`src/rtl/mt_pkg.sv`:
```
`timescale 1ns/1ps
package mt_pkg;
  localparam int PRE_W = 6;
  localparam int CNT_W = 16;
  localparam int OFF_W = 4;

  localparam logic [3:0] OFF_CTRL = 4'd0;
  localparam logic [3:0] OFF_MODE = 4'd1;
  localparam logic [3:0] OFF_IOC  = 4'd2;
  localparam logic [3:0] OFF_IEN  = 4'd4;
  localparam logic [3:0] OFF_STAT = 4'd5;
  localparam logic [3:0] OFF_CNTH = 4'd6;
  localparam logic [3:0] OFF_CNTL = 4'd7;
  localparam logic [3:0] OFF_CMPH = 4'd8;
  localparam logic [3:0] OFF_CMPL = 4'd9;

  localparam logic [2:0] CLR_CMPA = 3'd1;

  // Tick decision for one prescaler phase value.
  function automatic logic presc_tick(input logic [2:0] psc, input logic [1:0] edg,
                                      input logic [PRE_W-1:0] phase);
    logic [PRE_W-1:0] mask;
    logic hit_r, hit_f, res;
    mask = '0;
    case (psc)
      3'd1: mask = PRE_W'(3);
      3'd2: mask = PRE_W'(15);
      3'd3: mask = PRE_W'(63);
      default: mask = '0;
    endcase
    hit_r = (phase & mask) == (mask >> 1);
    hit_f = (phase & mask) == mask;
    if (psc == 3'd0)      res = 1'b1;
    else if (psc > 3'd3)  res = 1'b0;
    else if (edg == 2'd0) res = hit_r;
    else if (edg == 2'd1) res = hit_f;
    else                  res = hit_r | hit_f;
    return res;
  endfunction

  // Next pin level on a compare match for one 4-bit action field.
  function automatic logic pin_next(input logic [3:0] field, input logic cur);
    logic res;
    if (field[3]) res = cur;
    else begin
      case (field[1:0])
        2'd1: res = 1'b0;
        2'd2: res = 1'b1;
        2'd3: res = ~cur;
        default: res = cur;
      endcase
    end
    return res;
  endfunction

  function automatic logic field_loads(input logic [3:0] field);
    return !field[3] && (field[1:0] != 2'd0);
  endfunction
endpackage

```
`src/rtl/mt_prescaler.sv`:
```
`timescale 1ns/1ps
module mt_prescaler
  import mt_pkg::*;
(
  input  logic       clk,
  input  logic       rst_n,
  input  logic       en,
  input  logic [2:0] psc,
  input  logic [1:0] edg,
  output logic       tick
);
  logic [PRE_W-1:0] phase;

  always_ff @(posedge clk or negedge rst_n) begin
    if (!rst_n)  phase <= '0;
    else if (en) phase <= phase + PRE_W'(1);
    else         phase <= '0;
  end

  assign tick = en && presc_tick(psc, edg, phase);
endmodule

```
`src/rtl/mt_pin.sv`:
```
`timescale 1ns/1ps
module mt_pin
  import mt_pkg::*;
(
  input  logic       clk,
  input  logic       rst_n,
  input  logic       load,
  input  logic [3:0] ld_field,
  input  logic [3:0] field,
  input  logic       match,
  output logic       pin
);
  always_ff @(posedge clk or negedge rst_n) begin
    if (!rst_n) pin <= 1'b0;
    else if (load && field_loads(ld_field)) pin <= ld_field[2];
    else if (match) pin <= pin_next(field, pin);
  end
endmodule

```
`src/rtl/mt_channel.sv`:
```
`timescale 1ns/1ps
module mt_channel
  import mt_pkg::*;
(
  input  logic             clk,
  input  logic             rst_n,
  input  logic             run,
  input  logic             wr,
  input  logic             rd,
  input  logic [OFF_W-1:0] off,
  input  logic [7:0]       wdata,
  output logic [7:0]       rdata,
  output logic             pin_hi,
  output logic             pin_lo,
  output logic             irq,
  output logic             tick_o,
  output logic             match_o,
  output logic             flag_o,
  output logic             cclr_a_o,
  output logic             cnt_wr_o,
  output logic             io_wr_o,
  output logic [CNT_W-1:0] cnt_o
);
  logic [7:0]       ctrl;
  logic [3:0]       mode;
  logic [7:0]       ioc;
  logic             ien;
  logic             flag, armed;
  logic [CNT_W-1:0] cnt, cmp;
  logic             en, tick, match, cclr_a;
  logic             cnt_wr, io_wr, stat_wr, stat_rd, flag_clr;
  logic [1:0]       pins;

  assign cclr_a   = ctrl[7:5] == CLR_CMPA;
  assign en       = run && (mode == 4'd0);
  assign cnt_wr   = wr && ((off == OFF_CNTH) || (off == OFF_CNTL));
  assign io_wr    = wr && (off == OFF_IOC);
  assign stat_wr  = wr && (off == OFF_STAT);
  assign stat_rd  = rd && (off == OFF_STAT);
  assign flag_clr = stat_wr && !wdata[0] && armed;

  mt_prescaler u_psc (
    .clk  (clk),
    .rst_n(rst_n),
    .en   (en),
    .psc  (ctrl[2:0]),
    .edg  (ctrl[4:3]),
    .tick (tick)
  );

  assign match = tick && (cnt == cmp);

  always_ff @(posedge clk or negedge rst_n) begin
    if (!rst_n) begin
      ctrl <= '0;
      mode <= '0;
      ioc  <= '0;
      ien  <= 1'b0;
      cmp  <= '0;
    end else if (wr) begin
      case (off)
        OFF_CTRL: ctrl <= wdata;
        OFF_MODE: mode <= wdata[3:0];
        OFF_IOC:  ioc  <= wdata;
        OFF_IEN:  ien  <= wdata[0];
        OFF_CMPH: cmp[15:8] <= wdata;
        OFF_CMPL: cmp[7:0]  <= wdata;
        default: ;
      endcase
    end
  end

  always_ff @(posedge clk or negedge rst_n) begin
    if (!rst_n) cnt <= '0;
    else if (cnt_wr) begin
      if (off == OFF_CNTH) cnt[15:8] <= wdata;
      else                 cnt[7:0]  <= wdata;
    end else if (tick) begin
      if (match && cclr_a) cnt <= '0;
      else                 cnt <= cnt + CNT_W'(1);
    end
  end

  always_ff @(posedge clk or negedge rst_n) begin
    if (!rst_n) begin
      flag  <= 1'b0;
      armed <= 1'b0;
    end else begin
      if (match)         flag <= 1'b1;
      else if (flag_clr) flag <= 1'b0;
      if (stat_rd)       armed <= flag;
      else if (stat_wr)  armed <= 1'b0;
    end
  end

  for (genvar p = 0; p < 2; p++) begin : g_pin
    mt_pin u_pin (
      .clk     (clk),
      .rst_n   (rst_n),
      .load    (io_wr),
      .ld_field(wdata[4*p+3:4*p]),
      .field   (ioc[4*p+3:4*p]),
      .match   (match),
      .pin     (pins[p])
    );
  end

  assign pin_lo = pins[0];
  assign pin_hi = pins[1];
  assign irq    = flag && ien;

  always_comb begin
    case (off)
      OFF_CTRL: rdata = ctrl;
      OFF_MODE: rdata = {4'd0, mode};
      OFF_IOC:  rdata = ioc;
      OFF_IEN:  rdata = {7'd0, ien};
      OFF_STAT: rdata = {7'd0, flag};
      OFF_CNTH: rdata = cnt[15:8];
      OFF_CNTL: rdata = cnt[7:0];
      OFF_CMPH: rdata = cmp[15:8];
      OFF_CMPL: rdata = cmp[7:0];
      default:  rdata = 8'd0;
    endcase
  end

  assign tick_o   = tick;
  assign match_o  = match;
  assign flag_o   = flag;
  assign cclr_a_o = cclr_a;
  assign cnt_wr_o = cnt_wr;
  assign io_wr_o  = io_wr;
  assign cnt_o    = cnt;
endmodule

```
`src/rtl/match_timer.sv`:
```
`timescale 1ns/1ps
module match_timer
  import mt_pkg::*;
#(
  parameter int NUM_CH = 3,
  parameter int ADDR_W = 6
) (
  input  logic              clk,
  input  logic              rst_n,
  input  logic              bus_wr,
  input  logic              bus_rd,
  input  logic [ADDR_W-1:0] bus_addr,
  input  logic [7:0]        bus_wdata,
  output logic [7:0]        bus_rdata,
  output logic [NUM_CH-1:0] pin_hi,
  output logic [NUM_CH-1:0] pin_lo,
  output logic [NUM_CH-1:0] irq
);
  localparam int SEL_W = ADDR_W - OFF_W;
  localparam logic [ADDR_W-1:0] START_ADDR = ADDR_W'(NUM_CH << OFF_W);

  logic [NUM_CH-1:0]       start_q;
  logic [NUM_CH-1:0]       ch_sel;
  logic [7:0]              ch_rdata [NUM_CH];
  logic                    start_hit;

  // Internal events brought out for the checker.
  logic [NUM_CH-1:0]       ch_tick, ch_match, ch_flag, ch_cclr_a, ch_cnt_wr, ch_io_wr;
  logic [NUM_CH*CNT_W-1:0] ch_cnt;

  assign start_hit = bus_addr == START_ADDR;

  always_ff @(posedge clk or negedge rst_n) begin
    if (!rst_n) start_q <= '0;
    else if (bus_wr && start_hit) start_q <= bus_wdata[NUM_CH-1:0];
  end

  for (genvar g = 0; g < NUM_CH; g++) begin : g_ch
    assign ch_sel[g] = bus_addr[ADDR_W-1:OFF_W] == SEL_W'(g);

    mt_channel u_ch (
      .clk     (clk),
      .rst_n   (rst_n),
      .run     (start_q[g]),
      .wr      (bus_wr && ch_sel[g]),
      .rd      (bus_rd && ch_sel[g]),
      .off     (bus_addr[OFF_W-1:0]),
      .wdata   (bus_wdata),
      .rdata   (ch_rdata[g]),
      .pin_hi  (pin_hi[g]),
      .pin_lo  (pin_lo[g]),
      .irq     (irq[g]),
      .tick_o  (ch_tick[g]),
      .match_o (ch_match[g]),
      .flag_o  (ch_flag[g]),
      .cclr_a_o(ch_cclr_a[g]),
      .cnt_wr_o(ch_cnt_wr[g]),
      .io_wr_o (ch_io_wr[g]),
      .cnt_o   (ch_cnt[g*CNT_W +: CNT_W])
    );
  end

  always_comb begin
    bus_rdata = 8'd0;
    if (start_hit) bus_rdata = 8'(start_q);
    for (int i = 0; i < NUM_CH; i++) begin
      if (ch_sel[i]) bus_rdata = ch_rdata[i];
    end
  end
endmodule

```
`config.mk`:
```
export PLATFORM = sky130hd
export DESIGN_NAME = match_timer
export DESIGN_NICKNAME = d
export VERILOG_FILES = /design/src/rtl/mt_pkg.sv /design/src/rtl/mt_prescaler.sv /design/src/rtl/mt_pin.sv /design/src/rtl/mt_channel.sv /design/src/rtl/match_timer.sv
export SDC_FILE = /design/constraint.sdc
export NUM_CORES = 1
export LEC_CHECK = 0
export CORE_UTILIZATION = 59
export DETAILED_ROUTE_END_ITERATION = 6
export HOLD_SLACK_MARGIN = 0.1
export PLACE_DENSITY = 0.73
export SKIP_CTS_REPAIR_TIMING = 1
export SKIP_LAST_GASP = 1
export SYNTH_ARGS = -nofsm -noshare
export SYNTH_HDL_FRONTEND = slang
export SYNTH_SLANG_ARGS = --single-unit
```
`constraint.sdc`:
```
create_clock -name clk -period 7.1 [get_ports clk]
set_input_delay 1.775 -clock clk [delete_from_list [all_inputs] [get_ports clk]]
set_output_delay 1.775 -clock clk [all_outputs]
set_load 0.05 [all_outputs]
```
# Word level (Yosys, flattened, before mapping)
# Index checks and enable logic that the tools add are counted.
# totals
register_bits,192
inputBits,18
out_inout_bits,17
wordCells,314
# classes
n_addsub,6
order_cmp,3
eq_ne,65
mux,72
bitwise_logic,12
reduce_logical,116
# op_table
operator,n
case mux 8 bit (9 select lines),3
two-way mux 16 bit,9
case mux 6 bit (3 select lines),3
adder 16 x 1 -> 16 bit (second input constant),3
equality test 16 bit,3
logical AND 1 bit,48
AND reduction 2 bit,24
two-way mux 1 bit,42
two-way mux 8 bit,5
nonzero test 2 bit,17
equality test 2 bit (second input constant),13
!= test 2 bit (second input constant),12
nonzero test 4 bit,6
equality test 2 x 1 -> 1 bit (second input constant),10
adder 6 x 1 -> 6 bit (second input constant),3
bitwise AND 6 bit,3
equality test 3 x 1 -> 1 bit (second input constant),6
equality test 3 x 2 -> 1 bit (second input constant),6
equality test 6 x 5 -> 1 bit,3
equality test 6 bit,3
two-way mux 6 bit,3
case mux 1 bit (3 select lines),6
AND reduction 3 bit,6
equality test 4 x 3 -> 1 bit (second input constant),4
13 further kinds,33

# Logic depth before layout (Yosys ltp)
# depth
depth_word,15
mapped_depth,9
ltp_nobuf,7

# Modules after synthesis
# From an unflattened synthesis, not the netlist that was laid out.
# hier_totals
cells_unflattened,1181
hier_area_um2,12041.5
# modules_own_cells
module,n_inst,cells_per_inst,area_per_inst_um2,seq_area_each_um2
mt_channel,3,314,3286.9,1376.3
mt_prescaler,3,34,342.8,150.1
mt_pin at g_ch[0].u_ch.g_pin[1].u_pin ...,5,14,125.1,25.0
match_timer,1,52,396.6,75.1
mt_pin at g_ch[0].u_ch.g_pin[0].u_pin,1,15,130.1,25.0

# Worst setup path before layout
# Ideal clock, no wire load.
# synth_path
kind,in2out
from,in bus_addr[2]
to,out bus_rdata[4]
t_arrival_ps,4200
required_time_ps,5325
path_slack_ps,1125
cell_stages,8
path_buffers,3
path_cell_list,clkbuf_1 -> clkbuf_1 -> nor3_2 -> clkbuf_1 -> a22oi_1 -> o21ai_0 -> a221oi_1 -> o21ai_0
# synth_via
elab_chain_len,5
elab_cells_between_ends,15
cone_classes,eq/ne (8); mux (6); reduce/logical (1)
# synth_rtl
element,line,rtl
start: declaration,match_timer.sv:12,"input logic [ADDR_W-1:0] bus_addr,"
equality test 4 bit (tied with other cells),mt_channel.sv:113,case (off)
case mux 8 bit (9 select lines),mt_channel.sv:113,
two-way mux 8 bit (2 in series),match_timer.sv:67,if (ch_sel[i]) bus_rdata = ch_rdata[i];
two-way mux 8 bit (*),match_timer.sv:67,
end: declaration,match_timer.sv:14,"output logic [7:0] bus_rdata,"
# Every way passes the cells marked *; elsewhere a longest branch is shown, timed or not.

# Final worst setup path
# layout_path
from,in bus_addr[3]
to,out bus_rdata[2]
# layout_via
elab_chain_len,5
elab_cells_between_ends,17
cone_classes,eq/ne (9); mux (7); reduce/logical (1)
# layout_rtl
element,line
equality test 4 bit (tied with other cells),mt_channel.sv:113
case mux 8 bit (9 select lines) / two-way mux 3 bit (equally long branches),"mt_channel.sv:113, match_timer.sv:65"
two-way mux 8 bit (2 in series),match_timer.sv:67
two-way mux 8 bit (*),match_timer.sv:67
# Marks and branches as above.

==> summary.md <==
| Metric | Value |
|---|---|
| Minimum clock period | `between 6 and 7 ns` |
| Num CTS Buffers | `17` |
| CP Data Arrival Time | `about 4.5 ns` |
| Family with the most delay on the worst path | `compound AO/OA/AOI/OAI gates` |
| Buffers & Inverters on Critical Path | `3` |
| Layout Nets | `about 1200` |
| H-tree lvl count | `4` |
| Buffers on Ports | `34` |
| Seq pwr share | `0.486` |
| Worst Skew | `0.01084 ns` |
| Placed Area | `12110 sq um` |
| Area of the multi-input gates | `between 6000 and 7000 sq um` |
| Mapped Area | `between 10000 and 15000 sq um` |
| Power Density | `between 200 and 250 nW/um^2` |
| Avg Cell Area, Syn | `9.921 sq um` |
| Starting density of the core | `0.6082` |
| Mapped Cells | `1162` |
| Sequential share of the synthesized area | `0.4168` |
| Worst-Skew Late Latency | `approximately 0.44 ns` |
| Max cap viols | `0` |
| Die height | `around 140 um` |
| Pint | `0.002047 W` |
| Synth Net Count | `~1200` |
| Post-route ant nets | `0` |
| WP depth | `8` |
| Most common cell after layout, fill and taps aside | `dfrtp_1` |
| Critical-path cell list | `clkdlybuf4s50_1 > buf_4 > and3b_1 > and2_1 > a222oi_1 > a31oi_1 > a2111o_1 > buf_12` |
| IO Count | `35` |
| Area contributors post-synth | `dfrtp_1 42%, mux2_2 11%, nand2_1 3.6%` |
| N_diodes | `0` |
| Final setup viols | `0` |
| Clk buf depth | `2` |
| Initial antenna violation count | `0` |
| CP startpoint | `bus_addr[3]` |
| EDFF count, synth | `0` |
| Total Wirelength | `35570 um` |
| P_sw | `roughly 0.0011 W` |
| Area leader, netlist | `dfrtp_1` |
| Worst min path class | `reg2reg` |
| Slew headroom | `0.2250` |
| Reg2Reg Setup Slack | `between 3 and 4 ns` |
| RR Endpoint | `g_ch[0].u_ch.cnt_o[11]$_DFFE_PN0P_` |
| Pins Over Slew Limit | `0` |
| Crit path capture type | `output port` |
| Chip Width | `between 100 and 150 um` |
| Initial detailed-routing violation count | `roughly 1000` |
| Vias in the first global route | `between 9000 and 10000` |
| Outcome | `finished with violations` |
| Root buffer cell | `clkbuf_16` |
| RR Startpoint | `g_ch[0].u_ch.mode[0]$_DFFE_PN0P_` |
| Asr flop ratio synth | `1.000` |
| DRC errors left | `17` |
| Failing checks | `DRC` |
| Critical path peak fanout | `11` |
| CTS Sinks | `~190` |
| Vias | `between 9000 and 10000` |
| Switching share of power | `0.3406` |
| CTS tree | `built` |
| Fmax | `160.5 MHz` |
| Slowest stage delay, CP | `0.59 ns` |
| Setup CP Type | `in2out` |
| Maximum vdd drop | `~0.16 mV` |
| CORE AREA | `between 15000 and 20000 sq um` |
| Slowest CP cell | `clkdlybuf4s50_1` |
| R2R cell count | `6` |
| Fill cells | `between 1500 and 2000` |
| Distinct cells, synth | `79` |
| RSZ-0062 raised after global routing | `no` |
| Clock edge transition at the registers on the reported setup and hold paths | `approximately 0.07 ns` |
| Combinational share of power | `0.205` |
| Leakage power | `about 5.4 nW` |
| Worst Max-Slew Pin Slew | `1.159 ns` |
| Crit path capture | `bus_rdata[2]` |
| First-pass GRT wire length | `about 56000 um` |
| Commonest cells after routing, fill and taps aside | `192 x dfrtp_1, 114 x mux2_2, 110 x nand2_1` |
| Layout area overhead | `10.08%` |
| Register area | `between 4000 and 5000 sq um` |
| Drt first pass iters | `7` |
| Finished Core Util | `0.6695` |
| Share of layout cells above drive strength 1 | `0.1708` |
| Clock power frac | `0.309` |
| Sum Neg Setup Slack | `0 ns` |
| Main flop type after synthesis | `dfrtp_1` |
| Grt total ovfl | `0` |
| Period utilisation layout | `0.8774` |
| Post-DR wirelength/cell | `~25 um` |
| Largest net degree at the start of global routing | `92` |
| Required time of the critical path | `5.33 ns` |
| Vias/cell | `roughly 6.9` |
| All-layer global routing usage | `0.3690` |
| Final hold vios | `0` |
| Yosys top cell area share | `0.4168` |
| FF+latch count, synth | `between 150 and 200` |
| Rows | `50` |
| Full die area | `around 20000 sq um` |
| Design Area, Final | `between 10000 and 15000 sq um` |
| YS warnings | `0` |
| Final HPWL DP | `roughly 25000 um` |
| CP Launch Type | `primary input` |
| GP Congestion | `between 0.9 and 1` |
[cells in the mapped netlist, drive strengths merged, types with 5 or more instances]
master	n
a21o	5
a21oi	33
a221o	10
a221oi	6
a222oi	15
a22o	15
a22oi	36
a31oi	10
a32oi	7
and2	15
and3	24
buf	21
clkbuf	59
dfrtp	192
ha	18
inv	30
mux2	114
mux2i	16
nand2	111
nand2b	8
nand3	35
nand3b	6
nand4	23
nor2	66
nor2b	13
nor3	16
nor3b	10
nor4	16
o21a	6
o21ai	53
o2bb2ai	10
o311ai	14
o31ai	21
or3	11
xnor2	35
xor2	22
[layer usage]
metal,global-route usage,vias up,wire length [um]
met1,0.5113,4908,15410
met5,0,-,0
met3,0.09045,80,3270
met2,0.5587,483,15820
met4,0.1409,0,1076
li1,-,4341,-
[how the worst min path moves through the flow]
stage | start | endpoint | slack, ns | cells after the start
CTS | g_ch[2].u_ch.armed$_DFFE_PN0P_ | g_ch[2].u_ch.armed$_DFFE_PN0P_ | 0.50 | 2
detailed placement | g_ch[2].u_ch.armed$_DFFE_PN0P_ | g_ch[2].u_ch.armed$_DFFE_PN0P_ | 0.49 | 2
floorplan | g_ch[1].u_ch.ioc[6]$_DFFE_PN0P_ | g_ch[1].u_ch.ioc[6]$_DFFE_PN0P_ | 0.45 | 2
finish | g_ch[2].u_ch.armed$_DFFE_PN0P_ | g_ch[2].u_ch.armed$_DFFE_PN0P_ | 0.50 | 2
global route | g_ch[0].u_ch.armed$_DFFE_PN0P_ | g_ch[0].u_ch.armed$_DFFE_PN0P_ | 0.55 | 2
global placement | g_ch[2].u_ch.armed$_DFFE_PN0P_ | g_ch[2].u_ch.armed$_DFFE_PN0P_ | 0.48 | 2
[through the flow]
| stage | hold WS, ns | setup slack (ns) | std cells | power, W |
|---|---|---|---|---|
| detailed placement | 0.4866 | 0.9434 | 1399 | 0.002143 |
| global route | 0.5493 | 0.7624 | 1431 | 0.003230 |
| CTS | 0.4999 | 0.9352 | 1431 | 0.003095 |
| finish | 0.4990 | 0.8706 | 1431 | 0.003105 |
| floorplan | 0.4466 | 1.125 | 1162 | 0.001889 |
| global placement | 0.4792 | 0.9723 | 1399 | 0.002128 |
[state kept, by name, summed over array words and instances (netlist names)]
register / flops
g_ch.u_ch.cmp: 48
g_ch.u_ch.cnt_o: 48
g_ch.u_ch.ctrl: 24
g_ch.u_ch.ioc: 24
g_ch.u_ch.u_psc.phase: 18
g_ch.u_ch.mode: 12
g_ch.u_ch.g_pin.u_pin.pin: 6
g_ch.u_ch.armed: 3
g_ch.u_ch.flag_o: 3
g_ch.u_ch.ien: 3
start_q: 3
[kinds of logic after synthesis]
family / count (synthesis) / synth area share
XOR/XNOR: 57 / 0.04330
adder cells (fa/ha/maj): 18 / 0.01954
AND/OR/NAND/NOR: 373 / 0.1682
buffers and inverters: 110 / 0.04026
flip-flops: 192 / 0.4168
multiplexers: 131 / 0.1272
AO/OA/AOI/OAI: 281 / 0.1847
[layout make-up]
cell class	count	share of cell area
Inverter	30	0.008873
Timing Repair Buffer	57	0.04663
Tap cell	260	0.02563
Clock inverter	14	0.01124
Sequential cell	192	0.3786
Clock buffer	18	0.03461
Multi-Input combinational cell	860	0.4944
[worst register-to-register path: stages (launching register included)]
cell	delay (ns)
dfrtp_1	0.44
nor4_1	0.40
nand2_1	0.30
nor3_2	0.64
nand3_1	0.41
or2_0	0.49
o311ai_1	0.36
[power groups by stage]
stage	Combinational (W)	Sequential, W	Clock (W)
6_report	0.000635	0.00151	0.000959
5_1_grt	0.000700	0.00152	0.00101
4_1_cts	0.000631	0.00150	0.000968
3_5_place_dp	0.000628	0.00152	0
3_3_place_gp	0.000612	0.00152	0
2_1_floorplan	0.000520	0.00137	0
(Power assumes the default switching activity.)
